**src/rtl/uart_rx_pkg.sv**
```systemverilog
// Shared types for the UART receiver.
// Assumes: nothing beyond IEEE 1800-2017 enums.
package uart_rx_pkg;

    typedef enum logic [2:0] {
        RX_IDLE,
        RX_START,
        RX_DATA,
        RX_PAR,
        RX_STOP,
        RX_GUARD,
        RX_BRKWAIT
    } rx_state_e;

endpackage

```
**src/rtl/uart_rx_sync.sv**
```systemverilog
// Multi-stage synchronizer for the asynchronous serial line.
// Assumes: the line idles high, so every stage resets to 1.
module uart_rx_sync #(
    parameter int STAGES = 2
) (
    input  logic clk,
    input  logic rst_n,
    input  logic din,
    output logic dout
);
    logic [STAGES-1:0] chain;

    // Shift the raw input through the synchronizer stages.
    always_ff @(posedge clk) begin
        if (!rst_n) chain <= '1;
        else        chain <= {chain[STAGES-2:0], din};
    end

    assign dout = chain[STAGES-1];
endmodule

```
**src/rtl/uart_rx_baud.sv**
```systemverilog
// Free-running divider that produces the oversampling tick.
// Assumes: the divisor is held stable; the tick is high in the last clock of each period.
module uart_rx_baud #(
    parameter int DIV_W = 14
) (
    input  logic             clk,
    input  logic             rst_n,
    input  logic [DIV_W-1:0] div_m1,
    output logic             tick
);
    logic [DIV_W-1:0] cnt;

    assign tick = (cnt == div_m1);

    // Count clocks and wrap at the programmed divisor.
    always_ff @(posedge clk) begin
        if (!rst_n)    cnt <= '0;
        else if (tick) cnt <= '0;
        else           cnt <= cnt + 1'b1;
    end
endmodule

```
**src/rtl/uart_rx_fsm.sv**
```systemverilog
// Frame sequencer: start validation, centre sampling, parity, stop and break.
// Assumes: the format inputs are stable for the whole frame; rx_s is already synchronized.
module uart_rx_fsm
    import uart_rx_pkg::*;
#(
    parameter int DATA_W = 8,
    parameter int OS_HI  = 16,
    parameter int OS_LO  = 13
) (
    input  logic              clk,
    input  logic              rst_n,
    input  logic              tick,
    input  logic              rx_s,
    input  logic              os13,
    input  logic [1:0]        data_bits,
    input  logic              parity_en,
    input  logic              parity_odd,
    input  logic [1:0]        stop_sel,
    output logic              emit,
    output logic [DATA_W-1:0] e_data,
    output logic              e_perr,
    output logic              e_ferr,
    output logic              e_brk
);
    localparam int TCNT_W  = $clog2(OS_HI + 1);
    localparam int IDX_W   = $clog2(DATA_W);
    localparam int HALF_HI = OS_HI / 2;
    localparam int HALF_LO = OS_LO / 2;

    rx_state_e         state;
    logic [TCNT_W-1:0] tcnt;
    logic [TCNT_W-1:0] per_m1;
    logic [TCNT_W-1:0] half_m1;
    logic [TCNT_W-1:0] guard;
    logic [IDX_W-1:0]  bidx;
    logic [IDX_W-1:0]  last_idx;
    logic [DATA_W-1:0] shreg;
    logic              pbit;
    logic              all_low;
    logic              brk_now;
    logic              par_bad;

    // Derive bit period, centre offset, holdoff and last data index from the format.
    always_comb begin
        per_m1   = os13 ? TCNT_W'(OS_LO - 1)   : TCNT_W'(OS_HI - 1);
        half_m1  = os13 ? TCNT_W'(HALF_LO - 1) : TCNT_W'(HALF_HI - 1);
        last_idx = IDX_W'(data_bits) + IDX_W'(DATA_W - 4);
        case (stop_sel)
            2'd0:    guard = '0;
            2'd1:    guard = half_m1 + 1'b1;
            default: guard = per_m1 + 1'b1;
        endcase
    end

    // Judge the stop-bit sample: break and parity outcome.
    always_comb begin
        brk_now = all_low & ~rx_s;
        par_bad = parity_en & (^shreg ^ pbit ^ parity_odd);
    end

    // Advance the frame on each tick and load the result registers at the stop bit.
    always_ff @(posedge clk) begin
        if (!rst_n) begin
            state   <= RX_IDLE;
            tcnt    <= '0;
            bidx    <= '0;
            shreg   <= '0;
            pbit    <= 1'b0;
            all_low <= 1'b0;
            emit    <= 1'b0;
            e_data  <= '0;
            e_perr  <= 1'b0;
            e_ferr  <= 1'b0;
            e_brk   <= 1'b0;
        end else begin
            emit   <= 1'b0;
            e_data <= '0;
            e_perr <= 1'b0;
            e_ferr <= 1'b0;
            e_brk  <= 1'b0;
            if (tick) begin
                case (state)
                    RX_IDLE: begin
                        if (!rx_s) begin
                            state <= RX_START;
                            tcnt  <= '0;
                        end
                    end
                    RX_START: begin
                        if (tcnt == half_m1) begin
                            tcnt    <= '0;
                            bidx    <= '0;
                            shreg   <= '0;
                            pbit    <= 1'b0;
                            all_low <= 1'b1;
                            state   <= rx_s ? RX_IDLE : RX_DATA;
                        end else begin
                            tcnt <= tcnt + 1'b1;
                        end
                    end
                    RX_DATA: begin
                        if (tcnt == per_m1) begin
                            tcnt        <= '0;
                            shreg[bidx] <= rx_s;
                            all_low     <= all_low & ~rx_s;
                            if (bidx == last_idx) state <= parity_en ? RX_PAR : RX_STOP;
                            else                  bidx  <= bidx + 1'b1;
                        end else begin
                            tcnt <= tcnt + 1'b1;
                        end
                    end
                    RX_PAR: begin
                        if (tcnt == per_m1) begin
                            tcnt    <= '0;
                            pbit    <= rx_s;
                            all_low <= all_low & ~rx_s;
                            state   <= RX_STOP;
                        end else begin
                            tcnt <= tcnt + 1'b1;
                        end
                    end
                    RX_STOP: begin
                        if (tcnt == per_m1) begin
                            tcnt   <= '0;
                            emit   <= 1'b1;
                            e_brk  <= brk_now;
                            e_ferr <= ~rx_s;
                            e_perr <= brk_now ? 1'b0 : par_bad;
                            e_data <= brk_now ? '0 : shreg;
                            if (brk_now)          state <= RX_BRKWAIT;
                            else if (guard == '0) state <= RX_IDLE;
                            else                  state <= RX_GUARD;
                        end else begin
                            tcnt <= tcnt + 1'b1;
                        end
                    end
                    RX_GUARD: begin
                        if (tcnt == guard - 1'b1) state <= RX_IDLE;
                        else                      tcnt  <= tcnt + 1'b1;
                    end
                    RX_BRKWAIT: begin
                        if (rx_s) state <= RX_IDLE;
                    end
                    default: state <= RX_IDLE;
                endcase
            end
        end
    end
endmodule

```
**src/rtl/uart_rx_core.sv**
```systemverilog
// UART receiver top: synchronizer, oversampling divider and frame sequencer.
// Assumes: configuration inputs change only while the line is idle.
module uart_rx_core #(
    parameter int DIV_W  = 14,
    parameter int DATA_W = 8,
    parameter int SYNC_N = 2
) (
    input  logic              clk,
    input  logic              rst_n,
    input  logic              os13,
    input  logic [DIV_W-1:0]  baud_div_m1,
    input  logic [1:0]        data_bits,
    input  logic              parity_en,
    input  logic              parity_odd,
    input  logic [1:0]        stop_sel,
    input  logic              rxd,
    output logic              out_valid,
    output logic [DATA_W-1:0] out_data,
    output logic              out_perr,
    output logic              out_ferr,
    output logic              out_brk
);
    logic rx_s;
    logic tick;

    uart_rx_sync #(.STAGES(SYNC_N)) sync_i (
        .clk  (clk),
        .rst_n(rst_n),
        .din  (rxd),
        .dout (rx_s)
    );

    uart_rx_baud #(.DIV_W(DIV_W)) baud_i (
        .clk   (clk),
        .rst_n (rst_n),
        .div_m1(baud_div_m1),
        .tick  (tick)
    );

    uart_rx_fsm #(.DATA_W(DATA_W)) fsm_i (
        .clk       (clk),
        .rst_n     (rst_n),
        .tick      (tick),
        .rx_s      (rx_s),
        .os13      (os13),
        .data_bits (data_bits),
        .parity_en (parity_en),
        .parity_odd(parity_odd),
        .stop_sel  (stop_sel),
        .emit      (out_valid),
        .e_data    (out_data),
        .e_perr    (out_perr),
        .e_ferr    (out_ferr),
        .e_brk     (out_brk)
    );
endmodule

```
**config.mk**
```make
export PLATFORM = sky130hd
export DESIGN_NAME = uart_rx_core
export DESIGN_NICKNAME = d
export VERILOG_FILES = /design/src/rtl/uart_rx_pkg.sv /design/src/rtl/uart_rx_sync.sv /design/src/rtl/uart_rx_baud.sv /design/src/rtl/uart_rx_fsm.sv /design/src/rtl/uart_rx_core.sv
export SDC_FILE = /design/constraint.sdc
export NUM_CORES = 1
export LEC_CHECK = 0
export BUFFER_PORTS_ARGS = -buffer_cell sky130_fd_sc_hd__buf_2
export CAP_MARGIN = 0
export CORE_UTILIZATION = 55
export DETAILED_ROUTE_END_ITERATION = 7
export GPL_TIMING_DRIVEN = 0
export PLACE_DENSITY = 0.87
export SYNTH_ARGS = -nofsm -noshare
export SYNTH_HDL_FRONTEND = slang
export SYNTH_SLANG_ARGS = --single-unit
```
**constraint.sdc**
```tcl
create_clock -name clk -period 4 [get_ports clk]
set_clock_uncertainty 0.1 [all_clocks]
set_input_delay 0.2 -clock clk [delete_from_list [all_inputs] [get_ports clk]]
set_output_delay 0.2 -clock clk [all_outputs]
set_load 0.05 [all_outputs]
```
-- Yosys cells after proc, flatten, opt, wreduce, memory -nomap -nowiden
Cells that the tools add are included.
- shift operators: 0
- eq/ne operators: 23
- bitwise gates (word level): 9
- div/mod/pow operators: 0
- reduce and logical (&&, ||, !) cells: 21
- $lt $le $gt $ge: 2
- add/subtract/negate cells: 7
- mux-type cells: 38
- $mul: 0
- operator list (operator ; count):
    $mux W3 ; 14
    $pmux W3 S7 ; 1
    $mux W5 ; 4
    $pmux W5 S4 ; 1
    $reduce_and A4 Y1 ; 5
    $mux W8 ; 2
    $pmux W8 S2 ; 1
    $add A5 B1 Y5 const B ; 3
    $eq A5 B5 Y1 ; 3
    $add A14 B1 Y14 const B ; 1
    $eq A14 B14 Y1 ; 1
    $ne A2 B1 Y1 const B ; 7
    $pmux W5 S2 ; 1
    $eq A3 B3 Y1 const B ; 3
    $reduce_and A9 Y1 ; 1
    $bwmux W8 ; 1
    $ne A2 B2 Y1 const B ; 4
    $reduce_xor A8 Y1 ; 1
    $eq A3 B2 Y1 const B ; 2
    $mux W1 ; 6
    $mux W2 ; 3
    $pmux W3 S2 ; 1
    $reduce_bool A2 Y1 ; 3
    $logic_not A5 Y1 ; 1
    22 further kinds ; 30
- memories kept: 0
- memory bits (read-only): 0
- logic and storage cells: 113
- RAM bits: 0
- register bits: 49
- bits of input ports: 24
- output and inout bits: 12
- bits in latches: 0

-- Logic depth before layout (Yosys ltp)
Gate-level depths: netlist of the first run.
- depth in word-level cells: 8
- gate-level depth with buffers: 9
- gate-level depth less buffers: 6

-- Hierarchy
From an unflattened synthesis of the first run, not the netlist that was laid out.
- cells, all modules: 298
- area, all modules: 2608.8 µm²
- by module, submodules not included (module ; area each (µm²) ; instances ; cells each ; seq. area each (µm²)):
    uart_rx_fsm ; 1779.2 ; 1 ; 211 ; 660.6
    uart_rx_baud ; 777.0 ; 1 ; 83 ; 280.3
    uart_rx_sync ; 52.6 ; 1 ; 4 ; 40.0

-- Worst setup path after synthesis of the first run
OpenSTA, ideal clock, no wires.
- path type: register -> register
- from: reg fsm_i.tcnt[0]
- to: reg fsm_i.shreg[0]
- setup time: 119 ps
- setup slack: 1788 ps
- path buffers: 2
- clock period less this slack: 2212 ps
- data arrival time: 1993 ps
- stages on the path, launching flop included: 8
- cell sequence: dfxtp_1 > or3b_4 > a2111oi_4 > a21oi_1 > or3_1 > buf_6 > buf_8 > o221a_1
- cells in the longest elaborated chain, start to end: 3
- RTL lines (element ; line ; source):
    start: declaration ; uart_rx_fsm.sv:31 ; logic [TCNT_W-1:0] tcnt;
    start signal: assignment ; uart_rx_fsm.sv:98 ; tcnt <= tcnt + 1'b1;
    start signal: assignment ; uart_rx_fsm.sv:109 ; tcnt <= tcnt + 1'b1;
    start signal: assignment ; uart_rx_fsm.sv:119 ; tcnt <= tcnt + 1'b1;
    $eq A5 B5 Y1, on equally long branches ; uart_rx_fsm.sv:102, uart_rx_fsm.sv:90 ;
    $ne A2 B1 Y1 (no line) ; - ;
    $reduce_and A4 Y1 (no line) * ; - ;
    end signal: indexed assignment ; uart_rx_fsm.sv:104 ; shreg[bidx] <= rx_s;
    end: declaration ; uart_rx_fsm.sv:37 ; logic [DATA_W-1:0] shreg;
Every way passes the cells marked *; elsewhere a longest branch is shown, timed or not.
A chain may end at the register's enable or synchronous reset.

-- Final worst setup path of the first run
- from: reg baud_i.cnt[11]
- to: reg fsm_i.tcnt[3]
- cells in the longest elaborated chain, start to end: 2
- RTL lines (element ; line ; source):
    start: declaration ; uart_rx_baud.sv:11 ; logic [DIV_W-1:0] cnt;
    start signal: assignment ; uart_rx_baud.sv:19 ; else cnt <= cnt + 1'b1;
    $eq A14 B14 Y1 ; uart_rx_baud.sv:13 ; assign tick = (cnt == div_m1);
    $reduce_and A4 Y1 (no line) ; - ;
Every way passes these cells.

==> results of run 1 <==
-- sequential cells by signal, summed over array words and instances, names as in the netlist, 2 cells and up --
signal and cells:
fsm_i.state 3, sync_i.chain 2, baud_i.cnt 14, fsm_i.e_data 8, fsm_i.shreg 8, fsm_i.bidx 3
fsm_i.tcnt 5
-- metal layers --
layer	vias up	global-route usage, %	part of all wire, %
li1	1189	-	-
met1	1108	27.54	43
met2	74	42.16	51
met3	10	4.861	4.5
met4	0	8.279	1.5
met5	-	0	0
-- critical path, stage by stage (launching register included) --
cell and delay (ps):
dfxtp_1 340, xor2_1 150, nor4_2 400, nand4_2 320, a221o_1 440, or2_1 320
a311o_1 360
-- synth_stat cells (2+ instances only) --
cell type  instances
mux2i_1            4
nand3b_1           4
ha_1               3
nor2b_1            5
nand2b_1           4
xnor2_1           14
and2b_2            2
clkbuf_1           9
inv_1              7
o221a_1            8
a31oi_1            5
nor4_2             3
dfxtp_1           49
a311o_1            3
nand2_1           22
xor2_1            22
and3_1            11
o21ai_0           14
and3b_1            2
nand3_1           14
nor3_1             9
and2_1            10
nor4_1             7
a21oi_1           14
or3_1              3
nor2_1            26
nor3b_1            2
o211a_1            2
or2_2              2
clkbuf_8           4
-- through the flow --
stage / setup WS (ps) / util [%]
5_1_grt: 1271 / 65.21
3_5_place_dp: 1465 / 62.63
3_3_place_gp: 1489 / 62.63
4_1_cts: 1444 / 65.21
2_1_floorplan: 1788 / -
6_report: 1457 / 65.21
-- cell type report --
type / instances / area (µm²) / share of cell area, %
well taps: 67 / 83.83 / 2.704
multi-input cells: 236 / 1592 / 51.33
clock inverters: 3 / 43.79 / 1.412
flip-flops and latches: 49 / 980.9 / 31.64
repair buffers: 35 / 180.2 / 5.811
plain buffers: 16 / 125.1 / 4.036
clock buffers: 5 / 68.82 / 2.220
inverters: 7 / 26.28 / 0.8475
-- path summary, 6_finish.rpt --
| kind | end | from | slack, ps |
|---|---|---|---|
| min reg2reg | sync_i.chain[1] | sync_i.chain[0] | 330 |
| max reg2reg | fsm_i.tcnt[3] | baud_i.cnt[11] | 1460 |
| max | fsm_i.tcnt[3] | baud_i.cnt[11] | 1460 |
| min | fsm_i.e_perr | parity_en | 80 |
-- power by group through the flow --
stage                     sequential (W)  combinational, W  clock [W]
after global routing            0.000495         0.0000581   0.000384
after global placement          0.000506         0.0000501          0
after floorplan                 0.000505         0.0000312          0
after CTS                       0.000494         0.0000532   0.000361
after detailed placement        0.000506         0.0000522          0
final                           0.000494         0.0000530   0.000353
-- cell families (layout without fill, tap and decap cells) --
logic type / count (synthesis) / after routing / synth area share [%]
xor gates and xnor gates: 36 / 36 / 11.58
DFF: 49 / 49 / 36.01
and+or+nand+nor: 133 / 133 / 27.42
adders and majority gates: 3 / 3 / 1.378
muxes: 4 / 4 / 1.470
AOI/OAI and AO/OA: 60 / 60 / 16.58
buffers and inverters: 23 / 66 / 5.558
==> results.json, run 1 <==
{
  "vias": 2381,
  "r2r_cells": 6,
  "yosysWarnings": 0,
  "gr-usage-all-layers_pct": 23.48,
  "async_flop_share_pct": 0,
  "syn_area_per_cell_um2": 8.844,
  "synth_seq_area_share_pct": 36.01,
  "period_minus_slack_ps": 2544,
  "relSlewSlack_pct": 36.42,
  "stdcell_count": 418,
  "final.setup.tns_ps": 0,
  "final_cell_mix": "49 x dfxtp_1, 34 x buf_2, 26 x nor2_1, 22 x xor2_1, 22 x nand2_1",
  "ant_nets": 0,
  "worstMarginPinSlew_ps": 945.0,
  "p_int_w": 0.0007030,
  "grt_setup_unrepaired": "false",
  "drc": 0,
  "ctsRootBufferMaster": "clkbuf_8",
  "ctsResizeCount": 0,
  "p_per_area_mw_per_mm2": 290.3,
  "cts.sinks": 49,
  "dp_hpwl_um": 4247,
  "area_delta_synth_final_pct": 13.83,
  "cts-hold-fix-buffers": 1,
  "leakage_nw": 1.251,
  "finalCritPeriodShare_pct": 63.59,
  "critical_path_required_ps": 4100,
  "start_util_pct": 57.29,
  "ys_ff_latch": 49,
  "first_iter_violations": 167,
  "grt_max_degree": 17,
  "io_buffers": 34,
  "maxCapViolCount": 0,
  "slew_violations": 0,
  "synth_top_area_share_pct": 36.01,
  "critPathCaptureType": "flip-flop",
  "cts_setup_buffers": 0,
  "syn_area_mm2": 0.002724,
  "drive_above_1_share_pct": 17.38,
  "p_clk_share_pct": 39.2,
  "cts_buffer_depth": 2,
  "grt_pass1_wl_um": 9653,
  "clock.fmax_mhz": 393.2,
  "synth_area_leaders": "dfxtp_1 36%, xor2_1 7.1%, xnor2_1 4.5%, nor2_1 3.6%, o221a_1 3.3%",
  "final_common_cell": "dfxtp_1",
  "combPwrFrac_pct": 5.9,
  "clkTransAtPathRegs_ps": 90,
  "p_switching_w": 0.0001971,
  "synth_edf_count": 0,
  "hold_path_depth": 2,
  "std_cell_rows": 25,
  "design_area_mm2": 0.003100,
  "pwr-share-seq_pct": 54.9,
  "drtPass1Iterations": 4,
  "swShare_pct": 21.90,
  "fp.dieH_um": 72.38,
  "synth_top_cell_by_area": "dfxtp_1",
  "vias_per_cell": 5.696,
  "status": "finished, final reports clean",
  "syn_inst": 308,
  "place_inst": 409,
  "die_area_mm2": 0.005238,
  "hold_ws_ps": 75.92,
  "core_area_mm2": 0.004755,
  "cts_tree": "yes",
  "n_antenna_cell": 0,
  "fillers": 423,
  "wl_um": 5710,
  "wire_per_inst_um": 13.66,
  "ir_drop_v": 0.0003430,
  "io_pins": 36,
  "first_global_vias": 2201,
  "hp-class": "in -> reg",
  "crit_type": "reg -> reg",
  "cts_made_buffers": 5,
  "h-tree-depth": 2,
  "grt_overflow": 0,
  "placed_area_mm2": 0.002978,
  "antenna_found_initial": 0,
  "clk_latency_ps": 300,
  "hold_viol_final": 0,
  "arrival_ps": 2640,
  "globalplace.congestion": 0.8964,
  "ys_types": 54,
  "die_w_um": 72.38,
  "cp_max_fo": 9,
  "final_net_count": 377,
  "syn_nets": 335,
  "critPathLaunchType": "flip-flop",
  "setup_viol": 0,
  "finalPower_w": 0.0009001,
  "ys.flop_type": "dfxtp_1"
}
Power figures use the tool's default switching activity.
==> inputs of run 2 (changes only) <==
CORE_UTILIZATION = 52   (was 55)
PLACE_DENSITY = 0.86   (was 0.87)
clock period = 2.11 ns   (was 4 ns; I/O delays follow)
==> run 2 against run 1 <==
Compared with the run above:
- combinational power rose by 110%
- final cell count grew 4.1%
- flip-flop and latch count did not move
- critical path type unchanged
- the run now ends with negative setup slack left
- final area grew 9.9%
- worst setup slack got worse by 1700 ps
- largest cell class unchanged
- largest power group unchanged
==> results.json, run 2 (synthesized netlist as in run 1, its figures left out) <==
{
  "relSlewSlack_pct": 64.94,
  "final.setup.tns_ps": -2826,
  "r2r_slack_ps": -250,
  "drc": 0,
  "critical_path.top_delay_family": "simple AND/OR/NAND/NOR gates",
  "die_area_mm2": 0.005532,
  "min_from": "rst_n",
  "gr-usage-all-layers_pct": 23.62,
  "path_buf_inv": 2,
  "arrival_ps": 2470,
  "critPathLaunchType": "flip-flop",
  "met1_usage_pct": 28.32,
  "status": "finished with violations",
  "crit_slowest_cell": "dfxtp_1",
  "cpPeakStageDelay_ps": 420,
  "period_minus_slack_ps": 2363,
  "dp_hpwl_um": 4176,
  "stdcell_count": 435,
  "die_w_um": 74.38,
  "cts.sinks": 49,
  "critical_path_required_ps": 2210,
  "placed_area_mm2": 0.002990,
  "critPathCaptureType": "flip-flop",
  "maxCapViolCount": 0,
  "reg.largest.list": "baud_i.cnt x14, fsm_i.e_data x8, fsm_i.shreg x8",
  "clk_latency_ps": 300,
  "finalCritPeriodShare_pct": 112.0,
  "ir_drop_v": 0.0004054,
  "place_inst": 409,
  "setup_viol": 17,
  "final_common_cell": "dfxtp_1",
  "vias": 2557,
  "crit_type": "reg -> reg",
  "design_area_mm2": 0.003407,
  "globalplace.congestion": 0.8876,
  "hold_path_depth": 3,
  "cts_tree": "yes",
  "core_area_mm2": 0.004880,
  "drtPass1Iterations": 6,
  "violations": "negative setup slack",
  "met2_usage_pct": 40.14,
  "h-tree-depth": 2,
  "largest_reg_flops": 14,
  "io_pins": 36,
  "start_util_pct": 55.82,
  "first_global_vias": 2335,
  "fillers": 377,
  "cts_made_buffers": 5,
  "grt_overflow": 0,
  "grt_setup_unrepaired": "true",
  "final_net_count": 394,
  "clkTransAtPathRegs_ps": 90,
  "hold_viol_final": 0,
  "cp-startpoint": "fsm_i.tcnt[4]",
  "layout_setup_ws_ps": -252.7,
  "clock.fmax_mhz": 423.2,
  "first_iter_violations": 176,
  "fp.dieH_um": 74.38,
  "regMostFlops": "baud_i.cnt",
  "met3_usage_pct": 4.607,
  "hp-class": "in -> reg",
  "busiest_layer": "met2",
  "cts_buffer_depth": 2,
  "worstMarginPinSlew_ps": 522.0,
  "antenna_found_initial": 0,
  "p_per_area_mw_per_mm2": 510.3,
  "leakage_nw": 1.390,
  "r2r_end": "fsm_i.shreg[3]",
  "r2r_cells": 7,
  "wire_per_inst_um": 14.86,
  "r2r-start": "fsm_i.tcnt[4]",
  "area_delta_synth_final_pct": 25.08,
  "cp_max_fo": 8,
  "final_cell_mix": "40 x dfxtp_1, 34 x buf_2, 25 x nor2_1, 22 x nand2_1, 19 x xor2_1",
  "slew_violations": 0,
  "crit_chain": "and4bb_2 > a21oi_1 > or2_2 > or3_1 > buf_6 > clkbuf_16 > o221a_1",
  "drive_above_1_share_pct": 28.26,
  "wl_um": 6464,
  "min_to": "fsm_i.all_low",
  "n_antenna_cell": 0,
  "grt_max_degree": 16,
  "std_cell_rows": 25,
  "grt_pass1_wl_um": 10150,
  "io_buffers": 34,
  "ctsRootBufferMaster": "clkbuf_8",
  "vias_per_cell": 5.878,
  "ant_nets": 0
}
==> run 2: worst max path at each step <==
stage / to / cells after the start
after detailed placement: fsm_i.tcnt[4] / 6
after floorplan: fsm_i.shreg[0] / 7
after CTS: fsm_i.shreg[2] / 7
after global routing: fsm_i.shreg[7] / 7
final: fsm_i.shreg[3] / 7
after global placement: fsm_i.tcnt[4] / 6
==> run 2: worst min-delay path, stage by stage <==
cell      delay (ps)
clkbuf_1         230
nand2b_1         130
o21ai_0           70
==> run 2: timing repair <==
item / CTS / global route
setup buffers: 12 / 3
setup endpoints to repair: 25 / 33
endpoints found under the hold margin: 2 / 0
pin swaps: 7 / 13
hold buffers: 2 / 0
resized for setup: 17 / 17
cloned: 0 / 1
==> run 2: per-layer routing <==
metal,routed length (µm),vias up
li1,-,1221
met1,2600,1178
met2,3202,134
met3,461,24
met4,200,0
met5,0,-
==> run 2: through the flow <==
stage / power (W) / utilization, % / setup slack [ps] / hold WS, ps
floorplan: 0.001017 / - / -82.80 / 107.0
global placement: 0.001055 / 61.28 / -304.5 / 192.4
detailed placement: 0.001058 / 61.28 / -343.1 / 191.2
CTS: 0.001741 / 67.59 / -186.2 / 189.4
global route: 0.001794 / 69.82 / -286.1 / 221.1
finish: 0.001739 / 69.82 / -252.7 / 180.2
==> run 2: layout make-up <==
cell class                 count  area [µm²]  share of cell area [%]
buffer                        16       128.9                   3.783
clock buffer                   6       82.58                   2.424
clock inverter                 2       37.54                   1.102
inverter                       7       26.28                  0.7712
multi-input combinational    236        1713                   50.28
sequential                    49        1007                   29.56
tap                           67       83.83                   2.461
timing repair buffer          52       327.8                   9.622
==> run 2: where the power goes <==
group / switching (W) / total [W] / leakage, nW / internal (W)
Clock: 0.000310 / 0.000696 / 0.0574 / 0.000385
Sequential: 0.00000730 / 0.000931 / 0.402 / 0.000924
Combinational: 0.0000598 / 0.000112 / 0.931 / 0.0000525
Total: 0.000377 / 0.00174 / 1.39 / 0.00136
==> inputs of run 3 (changes only) <==
CORE_UTILIZATION = 51   (was 52)
PLACE_DENSITY = 0.85   (was 0.86)
SYNTH_HIERARCHICAL = 1   (was not set)
TNS_END_PERCENT = 1   (was not set)
==> run 3 against run 2 <==
Compared with the run above:
- utilization decreased by 4.3 points
- die area decreased by 2.3%
- via count decreased by 9.7%
- fmax increased by 6.3%
- worst hold slack improved by 25 ps
- count of clock-buffer cells in the layout decreased by 1
- global-route usage decreased by 1.4 points
- power decreased by 8.3%
- sequential share of layout area increased by 2.2 points
- highest routed layer unchanged
- clock power decreased by 21%
- worst setup slack improved by 140 ps
- the run still ends with negative setup slack left
- combinational power decreased by 6%
==> results.json, run 3 <==
{
  "regMostFlops": "baud_i/cnt",
  "place_inst": 400,
  "yosysWarnings": 6,
  "wire_per_inst_um": 14.00,
  "hp-class": "in -> reg",
  "slew_violations": 0,
  "n_antenna_cell": 0,
  "cts_tree": "yes",
  "finalCritPeriodShare_pct": 105.4,
  "period_minus_slack_ps": 2224,
  "ys_ff_latch": 49,
  "pre_cts_ws_ps": -400.1,
  "hold_viol_final": 0,
  "layout_setup_ws_ps": -113.6,
  "arrival_ps": 2320,
  "synth_commonest_cells": "49 x dfxtp_1, 29 x xnor2_1, 27 x nand2_1",
  "cts_made_buffers": 5,
  "synth_edf_count": 0,
  "critPathCaptureType": "flip-flop",
  "synth_seq_area_share_pct": 37.60,
  "first_iter_violations": 107,
  "antenna_found_initial": 0,
  "largest_reg_flops": 14,
  "p_per_area_mw_per_mm2": 505.3,
  "globalplace.congestion": 0.9040,
  "fp.dieH_um": 73.52,
  "ys.flop_type": "dfxtp_1",
  "first_global_vias": 2179,
  "critPathLaunchType": "flip-flop",
  "ys_types": 56,
  "maxCapViolCount": 0,
  "cts_buffer_depth": 2,
  "vias": 2309,
  "final_common_cell": "dfxtp_1",
  "synth_top_area_share_pct": 37.60,
  "die_w_um": 73.52,
  "vias_per_cell": 5.577,
  "cpPeakStageDelay_ps": 420,
  "setup_viol": 9,
  "dp_hpwl_um": 4021,
  "synth_top_cell_by_area": "dfxtp_1",
  "ctsRootBufferMaster": "clkbuf_8",
  "syn_area_per_cell_um2": 8.754,
  "critical_path_required_ps": 2210,
  "async_flop_share_pct": 0,
  "cts.sinks": 49,
  "crit_type": "reg -> reg",
  "io_pins": 36,
  "crit_slowest_cell": "dfxtp_1",
  "clkTransAtPathRegs_ps": 90,
  "synth_area_leaders": "dfxtp_1 38%, xnor2_1 9.7%, nand2_1 3.9%, nor2_1 3.7%, mux2i_1 3.5%",
  "drtPass1Iterations": 4,
  "syn_area_mm2": 0.002609,
  "grt_max_degree": 17,
  "synth.most_common_cell": "dfxtp_1",
  "final_net_count": 373,
  "grt_setup_unrepaired": "true",
  "core_area_mm2": 0.004817,
  "drc": 0,
  "reg.largest.list": "baud_i/cnt x14, fsm_i/e_data x8, fsm_i/shreg x8",
  "worstMarginPinSlew_ps": 449.6,
  "drive_above_1_share_pct": 26.22,
  "final_cell_mix": "38 x dfxtp_1, 36 x buf_2, 26 x xnor2_1, 26 x nand2_1, 24 x nor2_1",
  "h-tree-depth": 2,
  "violations": "negative setup slack",
  "gr-usage-all-layers_pct": 22.26,
  "status": "finished with violations",
  "crit_chain": "xnor2_1 > nand2_1 > nor4_4 > buf_6 > nand2b_4 > buf_8 > or4_1 > a22oi_1 > nor2_1",
  "syn_nets": 325,
  "grt_overflow": 0,
  "ant_nets": 0,
  "stdcell_count": 414,
  "wl_um": 5794,
  "ir_drop_v": 0.0002658,
  "std_cell_rows": 25,
  "grt_pass1_wl_um": 9397,
  "leakage_nw": 1.203,
  "cp_max_fo": 9,
  "start_util_pct": 54.16,
  "relSlewSlack_pct": 69.65,
  "die_area_mm2": 0.005405,
  "io_buffers": 35,
  "clock.fmax_mhz": 449.7,
  "clk_latency_ps": 300,
  "area_delta_synth_final_pct": 20.91,
  "syn_inst": 298
}
[run 3: cell types whose count changed in the layout (fill, tap and decap cells not counted), moves of 7 or more]
cell	delta
o21ai_0	-10
xnor2_1	+12
xor2_1	-10
and3_1	-7
a21oi_1	-10
buf_4	-11
nand4_1	+7
nor3_1	+9
o221a_1	-8
[run 3: layout make-up]
type / count / area, µm²
clock buffer: 5 / 68.82
inverter: 7 / 26.28
tap: 67 / 83.83
buffer: 8 / 51.30
sequential: 49 / 1002
multi-input combinational: 232 / 1655
timing repair buffer: 43 / 245.2
fill: 403 / 1663
clock inverter: 3 / 21.27
[run 3: metal layers]
layer,track usage (%),vias to the layer above,wire [µm]
met4,7.692,0,82
li1,-,1155,-
met2,38.84,69,2848
met1,27.50,1078,2594
met5,0,-,0
met3,3.841,7,269
[run 3: cell families (layout without fill, tap and decap cells)]
logic type | after synthesis | count (layout) | synth area share [%]
compound gates | 40 | 41 | 12.38
xor+xnor | 38 | 38 | 12.76
fa+ha+maj | 3 | 3 | 1.439
buf+inv | 18 | 66 | 2.878
flops | 49 | 49 | 37.60
mux | 9 | 9 | 3.453
simple gates | 141 | 141 | 29.50
[run 3: stage by stage]
step	hold slack (ps)	TNS, ps	power, W	util (%)	area [µm²]
after global placement	191.4	-7459	0.001052	59.92	2887
after global routing	246.7	-3258	0.001646	65.48	3154
after floorplan	78.54	-198.5	0.001013	-	2628
after detailed placement	200.6	-8634	0.001055	59.92	2887
final	205.4	-399.2	0.001594	65.48	3154
after CTS	190.8	-2009	0.001603	63.51	3059
[run 3: power by group]
group	leakage, nW	switching [W]	internal (W)
sequential	0.402	0.00000927	0.000927
combinational	0.756	0.0000518	0.0000530
clock	0.0445	0.000317	0.000235
[run 3: timing repair]
item	CTS	global route
hold endpoints to repair	3	0
hold buffers	4	0
cloned	0	1
gates resized for setup	8	26
pin swaps	2	14
endpoints found under the setup margin	29	30
buffers inserted	3	1
[run 3: worst max-delay path: cells and delay by family (launching register included)]
| family | cells | cell delay, ps |
|---|---|---|
| simple gates | 5 | 990 |
| flops | 1 | 420 |
| buf+inv | 2 | 310 |
| compound gates | 1 | 150 |
| xor+xnor | 1 | 140 |
[run 3: worst paths after layout]
kind	start	end	slack, ps	depth (start not counted)
max	baud_i/cnt[12]	fsm_i/pbit	-110	9
min reg2reg	sync_i/chain[0]	sync_i/chain[1]	310	1
max reg2reg	baud_i/cnt[12]	fsm_i/pbit	-110	9
min	stop_sel[0]	fsm_i/state[2]	210	5
